===== src/rtl/mw_pkg.sv =====
package mw_pkg;
   typedef enum logic [3:0] {
      S_OFF, S_HUNT, S_OPC, S_ADR, S_DAT, S_RDL, S_RD, S_STAT, S_HOLD
   } mw_state_t;

   localparam logic [1:0] OP_RD  = 2'b10;
   localparam logic [1:0] OP_WR  = 2'b01;
   localparam logic [1:0] OP_ER  = 2'b11;
   localparam logic [1:0] OP_SYS = 2'b00;

   localparam logic [1:0] SUB_EN   = 2'b11;
   localparam logic [1:0] SUB_ERAL = 2'b10;
   localparam logic [1:0] SUB_WRAL = 2'b01;
   localparam logic [1:0] SUB_DIS  = 2'b00;

   typedef struct packed {
      logic go;
      logic all;
      logic fill;
   } mw_prog_t;
endpackage


===== src/rtl/mw_sync.sv =====
module mw_sync #(
   parameter int STAGES = 2
) (
   input  logic clk,
   input  logic rst_n,
   input  logic d,
   output logic q
);
   logic [STAGES-1:0] chain;

   generate
      if (STAGES == 1) begin : g_one
         always_ff @(posedge clk or negedge rst_n)
            if (!rst_n) chain <= '0;
            else        chain <= d;
      end else begin : g_many
         always_ff @(posedge clk or negedge rst_n)
            if (!rst_n) chain <= '0;
            else        chain <= {chain[STAGES-2:0], d};
      end
   endgenerate

   assign q = chain[STAGES-1];
endmodule


===== src/rtl/mw_timer.sv =====
module mw_timer #(
   parameter int PROG_CYCLES = 5000
) (
   input  logic clk,
   input  logic rst_n,
   input  logic start,
   output logic busy
);
   localparam int TW = $clog2(PROG_CYCLES + 1);
   logic [TW-1:0] cnt;

   always_ff @(posedge clk or negedge rst_n)
      if (!rst_n)         cnt <= '0;
      else if (start)     cnt <= TW'(PROG_CYCLES);
      else if (cnt != '0) cnt <= cnt - 1'b1;

   assign busy = (cnt != '0);


   start_busy_chk: assert property (@(posedge clk) disable iff (!rst_n)
      start |=> busy);
endmodule


===== src/rtl/mw_array.sv =====
module mw_array
   import mw_pkg::*;
#(
   parameter int MEM_BITS = 1024,
   parameter int DW       = 16
) (
   input  logic                               clk,
   input  logic                               rst_n,
   input  logic                               org,
   input  mw_prog_t                           prog,
   input  logic                               busy,
   input  logic [$clog2(MEM_BITS/DW*2)-1:0]   addr,
   input  logic [DW-1:0]                      wdata,
   output logic [DW-1:0]                      rdata
);
   localparam int WORDS = MEM_BITS / DW;
   localparam int WSW   = $clog2(WORDS);
   localparam int HB    = DW / 2;

   logic [DW-1:0]  mem [WORDS];
   logic [WSW-1:0] wsel;
   logic           hi;
   logic [DW-1:0]  wval, wmask, word;

   always_comb begin
      wsel  = org ? addr[WSW-1:0] : addr[WSW:1];
      hi    = !org && addr[0];
      wval  = prog.fill ? '1 : (org ? wdata : {wdata[HB-1:0], wdata[HB-1:0]});
      if (org || prog.all) wmask = '1;
      else if (hi)         wmask = {{HB{1'b1}}, {HB{1'b0}}};
      else                 wmask = {{HB{1'b0}}, {HB{1'b1}}};
   end

   generate
      for (genvar g = 0; g < WORDS; g++) begin : g_word
         always_ff @(posedge clk or negedge rst_n)
            if (!rst_n)
               mem[g] <= '1;
            else if (prog.go && (prog.all || wsel == WSW'(g)))
               mem[g] <= (mem[g] & ~wmask) | (wval & wmask);
      end
   endgenerate

   always_comb begin
      word  = mem[wsel];
      rdata = org ? word : {{HB{1'b0}}, (hi ? word[DW-1:HB] : word[HB-1:0])};
   end


   no_prog_busy_chk: assert property (@(posedge clk) disable iff (!rst_n)
      prog.go |-> !busy);
endmodule


===== src/rtl/mw_ctrl.sv =====
module mw_ctrl
   import mw_pkg::*;
#(
   parameter int MEM_BITS = 1024,
   parameter int DW       = 16
) (
   input  logic                         clk,
   input  logic                         rst_n,
   input  logic                         org,
   input  logic                         cs,
   input  logic                         sk,
   input  logic                         di,
   input  logic                         busy,
   input  logic [DW-1:0]                rdata,
   output mw_prog_t                     prog,
   output logic [$clog2(MEM_BITS/8)-1:0] addr,
   output logic [DW-1:0]                wdata,
   output logic                         dout,
   output logic                         doe
);
   localparam int AW8 = $clog2(MEM_BITS / 8);
   localparam int HB  = DW / 2;
   localparam int CW  = $clog2(DW + 1);

   mw_state_t      st;
   logic           sk_q, sk_rise;
   logic [CW-1:0]  cnt, alast, dlast, dnum;
   logic [1:0]     op, sub;
   logic [AW8-1:0] adr, adr_n;
   logic [DW-1:0]  dat, sh;
   logic           wen, do_q, oe_q;
   mw_prog_t       prog_q;

   always_comb begin
      sk_rise = sk && !sk_q;
      alast   = org ? CW'(AW8 - 2) : CW'(AW8 - 1);
      dnum    = org ? CW'(DW) : CW'(HB);
      dlast   = dnum - 1'b1;
      adr_n   = {adr[AW8-2:0], di};
      sub     = org ? adr_n[AW8-2 -: 2] : adr_n[AW8-1 -: 2];
   end

   always_ff @(posedge clk or negedge rst_n)
      if (!rst_n) sk_q <= 1'b0;
      else        sk_q <= sk;

   always_ff @(posedge clk or negedge rst_n) begin
      if (!rst_n) begin
         st <= S_OFF; cnt <= '0; op <= '0; adr <= '0; dat <= '0; sh <= '0;
         wen <= 1'b0; do_q <= 1'b0; oe_q <= 1'b0; prog_q <= '0;
      end else begin
         prog_q <= '0;
         if (!cs) begin
            st   <= S_OFF;
            oe_q <= 1'b0;
         end else begin
            case (st)
               S_OFF: begin
                  st   <= busy ? S_STAT : S_HUNT;
                  oe_q <= busy;
                  do_q <= 1'b0;
               end
               S_STAT: begin
                  oe_q <= 1'b1;
                  do_q <= !busy;
               end
               S_HUNT: if (sk_rise && di) begin
                  st  <= S_OPC;
                  cnt <= '0;
               end
               S_OPC: if (sk_rise) begin
                  op  <= {op[0], di};
                  cnt <= cnt + 1'b1;
                  if (cnt == CW'(1)) begin
                     st  <= S_ADR;
                     cnt <= '0;
                  end
               end
               S_ADR: if (sk_rise) begin
                  adr <= adr_n;
                  cnt <= cnt + 1'b1;
                  if (cnt == alast) begin
                     cnt <= '0;
                     st  <= S_HOLD;
                     case (op)
                        OP_RD: begin
                           st   <= S_RDL;
                           oe_q <= 1'b1;
                           do_q <= 1'b0;
                        end
                        OP_WR: st <= S_DAT;
                        OP_ER: prog_q <= {wen, 1'b0, 1'b1};
                        default: case (sub)
                           SUB_EN:   wen <= 1'b1;
                           SUB_DIS:  wen <= 1'b0;
                           SUB_ERAL: prog_q <= {wen, 1'b1, 1'b1};
                           default:  st <= S_DAT;
                        endcase
                     endcase
                  end
               end
               S_DAT: if (sk_rise) begin
                  dat <= {dat[DW-2:0], di};
                  cnt <= cnt + 1'b1;
                  if (cnt == dlast) begin
                     prog_q <= {wen, (op == OP_SYS), 1'b0};
                     st     <= S_HOLD;
                  end
               end
               S_RDL: begin
                  sh  <= org ? rdata : {rdata[HB-1:0], {HB{1'b0}}};
                  cnt <= '0;
                  st  <= S_RD;
               end
               S_RD: if (sk_rise) begin
                  if (cnt == dnum) begin
                     oe_q <= 1'b0;
                     st   <= S_HOLD;
                  end else begin
                     do_q <= sh[DW-1];
                     sh   <= {sh[DW-2:0], 1'b0};
                     cnt  <= cnt + 1'b1;
                  end
               end
               default: oe_q <= 1'b0;
            endcase
         end
      end
   end

   assign prog  = prog_q;
   assign addr  = adr;
   assign wdata = dat;
   assign dout  = do_q;
   assign doe   = oe_q;


   hiz_idle_chk: assert property (@(posedge clk) disable iff (!rst_n)
      !cs |=> !doe);


   no_late_status_chk: assert property (@(posedge clk) disable iff (!rst_n)
      ($rose(cs) && !busy) |=> !doe);
endmodule


===== src/rtl/mw_eeprom.sv =====
module mw_eeprom
   import mw_pkg::*;
#(
   parameter int MEM_BITS    = 1024,
   parameter int DW          = 16,
   parameter int PROG_CYCLES = 5000,
   parameter int SYNC_STAGES = 2
) (
   input  logic clk,
   input  logic rst_n,
   input  logic org_i,
   input  logic cs_i,
   input  logic sk_i,
   input  logic di_i,
   output logic do_o,
   output logic do_oe_o
);
   localparam int AW8 = $clog2(MEM_BITS / 8);

   logic [2:0]     raw, syn;
   logic           busy;
   mw_prog_t       prog;
   logic [AW8-1:0] addr;
   logic [DW-1:0]  wdata, rdata;

   assign raw = {cs_i, sk_i, di_i};

   generate
      for (genvar i = 0; i < 3; i++) begin : g_sync
         mw_sync #(.STAGES(SYNC_STAGES)) i_sync (
            .clk(clk), .rst_n(rst_n), .d(raw[i]), .q(syn[i]));
      end
   endgenerate

   mw_ctrl #(.MEM_BITS(MEM_BITS), .DW(DW)) i_ctrl (
      .clk(clk), .rst_n(rst_n), .org(org_i),
      .cs(syn[2]), .sk(syn[1]), .di(syn[0]),
      .busy(busy), .rdata(rdata), .prog(prog), .addr(addr),
      .wdata(wdata), .dout(do_o), .doe(do_oe_o));

   mw_array #(.MEM_BITS(MEM_BITS), .DW(DW)) i_array (
      .clk(clk), .rst_n(rst_n), .org(org_i), .prog(prog), .busy(busy),
      .addr(addr), .wdata(wdata), .rdata(rdata));

   mw_timer #(.PROG_CYCLES(PROG_CYCLES)) i_timer (
      .clk(clk), .rst_n(rst_n), .start(prog.go), .busy(busy));
endmodule


===== config.mk =====
export PLATFORM = sky130hd
export DESIGN_NAME = mw_eeprom
export DESIGN_NICKNAME = d
export VERILOG_FILES = /design/src/rtl/mw_pkg.sv /design/src/rtl/mw_sync.sv /design/src/rtl/mw_timer.sv /design/src/rtl/mw_array.sv /design/src/rtl/mw_ctrl.sv /design/src/rtl/mw_eeprom.sv
export SDC_FILE = /design/constraint.sdc
export NUM_CORES = 2
export LEC_CHECK = 0
export ABC_CLOCK_PERIOD_IN_PS = 2210
export BUFFER_PORTS_ARGS = -buffer_cell sky130_fd_sc_hd__buf_4
export CORE_MARGIN = 2
export CORE_UTILIZATION = 30
export CTS_BUF_LIST = sky130_fd_sc_hd__clkbuf_8 sky130_fd_sc_hd__clkbuf_16
export DETAILED_ROUTE_END_ITERATION = 12
export PLACE_DENSITY = 0.5
export SETUP_SLACK_MARGIN = 0.4
export SYNTH_ARGS = -nofsm -noshare
export SYNTH_HDL_FRONTEND = slang
export SYNTH_SLANG_ARGS = --single-unit

===== constraint.sdc =====
create_clock -name clk -period 2.21 [get_ports clk]
set_input_delay 0.442 -clock clk [delete_from_list [all_inputs] [get_ports clk]]
set_output_delay 0.442 -clock clk [all_outputs]
set_load 0.1 [all_outputs]

== After elaboration in Yosys (flattened, before gate mapping) ==
Cells that the tools add are included.
W data, S select, Z words.
Operators by class
  magnitude comparators: 1
  muxes and demuxes: 64
  bitwise logic cells: 132
  add/sub/neg operators: 3
  equality and inequality tests: 99
  reduce and logical (&&, ||, !) cells: 158
Operators by type and width (count)
  $and A16 B16 Y16: 65
  $or A16 B16 Y16: 64
  $eq A6 B6 Y1 const B: 32
  $mux W16: 10
  $bmux W16 S6: 1
  $eq A6 B5 Y1 const B: 16
  $logic_and A1 B1 Y1: 67
  $logic_or A1 B1 Y1: 65
  $eq A6 B4 Y1 const B: 8
  $mux W5: 9
  $mux W4: 11
  $pmux W16 S2: 1
  $ne A3 B2 Y1 const B: 10
  $pmux W5 S6: 1
  $pmux W4 S7: 1
  $mux W13: 2
  $eq A6 B3 Y1 const B: 4
  $mux W3: 7
  $eq A4 B3 Y1 const B: 4
  $not A16 Y16: 1
  $eq A5 B5 Y1: 3
  $ne A2 B1 Y1 const B: 7
  $reduce_bool A13 Y1: 1
  $sub A13 B1 Y13 const B: 1
  other kinds (39): 66
Storage, ports and cells
  output and inout port bits: 2
  word-level logic and storage cells: 538
  flip-flop bits (word level): 1100
  input port bits: 6

== Longest topological paths before layout ==
  depth in word-level cells: 9
  mapped depth: 14

== Modules after synthesis ==
From an unflattened synthesis, not the netlist that was laid out.
Unflattened totals
  cell total of the unflattened synthesis: 6228
  area, all modules: 61173.7 um^2
Modules (own cells, without submodules)
  mw_array: cells an instance 5822, area each 57114.8 um^2, times used 1
  mw_ctrl: cells an instance 326, area each 3201.8 um^2, times used 1
  mw_timer: cells an instance 74, area each 706.9 um^2, times used 1
  mw_sync: cells an instance 2, area each 50.0 um^2, times used 3

== Worst setup path before layout ==
OpenSTA, ideal clock, no wires.
  kind: input-to-reg
  start point: input org_i
  end point: register i_ctrl.st[2]
  stages: 14
  setup slack: -0.422 ns
  setup time: 0.125 ns
  buffers on the path: 6
  arrival time: 2.507 ns
  cell sequence: buf_6 > buf_4 > buf_2 > buf_2 > buf_2 > buf_2 > mux2i_1 > inv_1 > ha_1 > nand2_1 > a21boi_0 > o21ai_0 > a21oi_1 > mux2_2
On the way
  longest elaborated chain between the ends: 9
  elaborated cells on any way between the ends: 21
  classes of those cells: add/sub: 1; eq/ne: 8; mux: 9; reduce/logical: 3
RTL lines
  from (decl): RTL line mw_eeprom.sv:11  | input logic org_i,
  $mux W2: RTL line mw_ctrl.sv:40  | sub = org ? adr_n[AW8-2 -: 2] : adr_n[AW8-1 -: 2];
  $eq A2 B2 Y1 or $logic_not A2 Y1 (tied branches): RTL line mw_ctrl.sv:93  | default: case (sub)
  $reduce_or A3 Y1 (no line)
  $mux W4: RTL line mw_ctrl.sv:93
  $pmux W4 S3: RTL line mw_ctrl.sv:85  | case (op)
  $mux W4: RTL line mw_ctrl.sv:82  | if (cnt == alast) begin
  $mux W4: RTL line mw_ctrl.sv:79  | S_ADR: if (sk_rise) begin
  $pmux W4 S7: RTL line mw_ctrl.sv:57  | case (st)
  $mux W4: RTL line mw_ctrl.sv:53  | if (!cs) begin
  to (signal assigned): RTL line mw_ctrl.sv:59  | st <= busy ? S_STAT : S_HUNT;
  to (decl): RTL line mw_ctrl.sv:25  | mw_state_t st;
Parallel ways exist; a longest one is shown, timed or not. The select of a mux whose other input is x is not followed.
A chain may end at the register's enable or synchronous reset.

== Final worst setup path ==
  start point: register i_ctrl.adr[0] (netlist: i_ctrl.addr[0])
  end point: register i_ctrl.sh[15]
On the way
  longest elaborated chain between the ends: 9
  elaborated cells on any way between the ends: 10
  classes of those cells: mux: 8; bitwise: 1; reduce/logical: 1
RTL lines
  from (decl): RTL line mw_ctrl.sv:29  | logic [AW8-1:0] adr, adr_n;
  from (signal assigned): RTL line mw_ctrl.sv:80  | adr <= adr_n;
  $mux W6: RTL line mw_array.sv:26  | wsel = org ? addr[WSW-1:0] : addr[WSW:1];
  $not A6 Y7 (not written as such): RTL line mw_array.sv:45  | word = mem[wsel];
  $bmux W16 S6: RTL line mw_array.sv:45
  $mux W16 (not written as such) (2 in a row): RTL line mw_array.sv:45
  $mux W8: RTL line mw_array.sv:46  | rdata = org ? word : {{HB{1'b0}}, (hi ? word[DW-1:HB] : word[HB-1:0])};
  $mux W16 (*): RTL line mw_array.sv:46
  $mux W16 (*): RTL line mw_ctrl.sv:111  | sh <= org ? rdata : {rdata[HB-1:0], {HB{1'b0}}};
  $pmux W16 S2 (*): RTL line mw_ctrl.sv:57
  to (signal assigned): RTL line mw_ctrl.sv:111
  to (signal assigned): RTL line mw_ctrl.sv:121  | sh <= {sh[DW-2:0], 1'b0};
  to (decl): RTL line mw_ctrl.sv:30  | logic [DW-1:0] dat, sh;
Mark *: on every way between the ends. The rest lies on a longest branch, timed or not. The select of a mux whose other input is x is not followed.

==> results.yml <==
die:
  die_h_um: 446
  rows: 162
  core-area_mm2: 0.195
  die-area_mm2: 0.199
  start_util: 0.302
  io_pins: 8
  die_width_um: 446
clock_tree:
  cts-root-buf: "clkbuf_16"
  cts_buffer_depth: 3
  cts_tree: "built"
  cts_buffers: 133
  clk_latency_ns: 0.80
  cts_num_sinks: 1100
  htreeDepth: 4
  path_clk_slew_ns: 0.06
synth:
  synth_edf_count: 0
  yosys_warnings: 0
  synth_most_common_cell: "nor2_1"
  synth_seq_cells: 1100
  synth_nets: 6198
  synth-simple-area-share: 0.112
  ys.flop_type: "dfstp_2"
  synth_area_leaders: "dfstp_2 46%, a21oi_1 8.8%, nor2_1 6.8%, mux2i_1 4.8%, mux2_2 4.6%"
  async_reset_ff_frac: 1.00
  syn_area_per_cell_um2: 9.49
  syn_inst: 6180
  ys_seq_area_frac: 0.491
  synth_top_area_share: 0.459
  synth_top_family_by_area: "compound AO/OA/AOI/OAI gates"
  synth.mux.area_fraction: 0.0937
  synth-xor-area-share: 0.00104
  synth_fa_ha_area_frac: 0.00256
  synth-compound-area-share: 0.248
  ys_types: 86
  yosys.area.top_type: "dfstp_2"
  synth_common_cells: "1069 x nor2_1, 1032 x a21oi_1, 1024 x dfstp_2, 315 x nand2_1"
  syn_area_mm2: 0.0587
detailed_routing:
  routedWlPerCell_um: 24.3
  first_pass_iters: 6
  via_per_inst: 5.55
  drc_errors: 0
  drt_iter0_drc: 4379
  ant_nets: 0
  vias: 52900
  finalWirelength_mm: 232
finish:
  nets: 6901
  area_growth_pct: 36.1
  drive_gt1_frac: 0.445
  postLayoutCoreUtil: 0.410
setup_path:
  slowest_stage: "a222oi_1"
  cp_data_arrival_time_ns: 3.71
  crit_top_cell: "buf_12"
  worstPathRequired_ns: 2.88
  path_delay_family: "compound AO/OA/AOI/OAI gates"
  cp_max_fo: 7
  cp-start-kind: "flip-flop"
  crit_path_max_incr_delay_ns: 0.55
  critPathCaptureType: "flip-flop"
  path_buf_inv: 5
  crit_chain: "buf_12, mux2_4, nor2_4, buf_12, buf_16, buf_8, o2bb2ai_2, a221o_1, a222oi_1, o211ai_1, buf_4, nand4b_1, a41oi_2"
  critPathKind: "flip-flop to flip-flop"
hold_path:
  min_path_type: "primary input to flip-flop"
sta:
  tightest_slew_ns: 0.751
  rsz0062_at_grt: "yes"
  fmax_mhz: 329
  final-hold-violation-count: 0
  slew_viol_final: 0
  fin_ws_ns: -0.831
  relSlewSlack: 0.495
  finalSetupViolCount: 1051
  fin_skew_ns: 0.0373
  min_period_ns: 3.04
  finalCritPeriodShare: 1.38
power_and_ir_drop:
  power.leakage_nw: 29.6
  peakVddDrop_uv: 741
  total_power_mw: 54.0
  powerDensity_mw_per_mm2: 676
placed_design:
  io_buffer_count: 7
  routabilityCongestion: 0.890
  dp_hpwl_mm: 152
global_routing:
  overflow: 0
  grt_max_degree: 110
  antenna_found_initial: 7
  grt_pass1_vias: 51400
  grt_usage: 0.224
  grt_pass1_wl_mm: 341
outcome:
  status: "complete, but fails checks"
  violations: "negative setup slack"
run:
  max_cap_violations: 0
-- through the flow --
stage          setup slack [ns]  TNS (ns)  cells  hold slack [ns]  instance area [um^2]
2_1_floorplan            -0.117     -2.93   6180            0.146                 61000
3_3_place_gp              -1.08   -575.59   9122            0.338                 71000
3_5_place_dp              -1.09   -583.97   9122            0.338                 71000
4_1_cts                  -0.779   -329.67   9424            0.205                 77300
5_1_grt                  -0.824   -333.05   9523            0.248                 79800
6_report                 -0.831   -271.92   9524            0.276                 79800
-- layer usage --
metal,share of wire,GRT usage
met2,0.46,0.353
met5,0,0
met1,0.45,0.314
met4,0.033,0.0716
met3,0.064,0.0348
-- tightest hold or removal path, stage by stage --
cell     delay [ns]
buf_8          0.16
buf_4          0.25
nand3_2        0.08
a31oi_1        0.07
-- final timing paths --
check	from	end	slack, ns	cells after the start
min reg2reg	g_sync[2].i_sync.chain[0]	g_sync[2].i_sync.chain[1]	0.35	0
max in group asynchronous	rst_n	async pin	1.13	4
max reg2reg	i_ctrl.addr[0]	i_ctrl.sh[15]	-0.83	13
min in group asynchronous	rst_n	async pin	0.29	2
max	i_ctrl.addr[0]	i_ctrl.sh[15]	-0.83	13
min	org_i	i_ctrl.sh[1]	0.28	4
-- layout make-up --
cell class	count	area [um^2]
fillers	18700	115000
diodes	3	7.51
flip-flops and latches	1100	28800
inverters	27	119
repair buffers	1163	13400
clock buffers	161	3760
multi-input cells	4458	29800
clock inverters	70	701
well taps	2542	3180
-- logic make-up (layout without fill, tap and decap cells) --
kind of cell / count (synthesis) / count (layout)
multiplexers: 519 / 519
AO/OA/AOI/OAI: 2323 / 2323
flip-flops: 1100 / 1100
adder cells (fa/ha/maj): 12 / 12
XOR/XNOR: 7 / 7
AND/OR/NAND/NOR: 1595 / 1597
buffers and inverters: 624 / 1421
other: 0 / 3
-- cell usage in the layout, fill, tap and decap left out, types with 41 or more instances in the layout --
cell and count:
a221oi_1 178, buf_12 298, mux2i_1 276, a22oi_1 152, a31oi_4 42, o21ai_0 218, inv_1 44, nand2_1 294
a21oi_2 69, buf_6 53, dfrtp_1 71, o221ai_1 93, clkbuf_16 146, dfstp_2 1024, nor2_4 92, nor2_1 974
o22ai_1 186, o21ai_1 41, a21oi_1 961, buf_4 761, mux2_2 237
-- repair_timing --
item                       4_1_cts  5_1_grt
resized for setup              196      276
buffers inserted                54       85
hold buffers                     4        0
setup endpoints to repair     1085     1089
hold endpoints to repair        64        0
cloned                          13       12
pin swaps                       50       91
-- power by group --
part           switching [mW]  internal [mW]
combinational            6.01           4.49
sequential              0.242           20.5
clock                    9.38           13.4
total                    15.6           38.3
(Power assumes the default switching activity.)
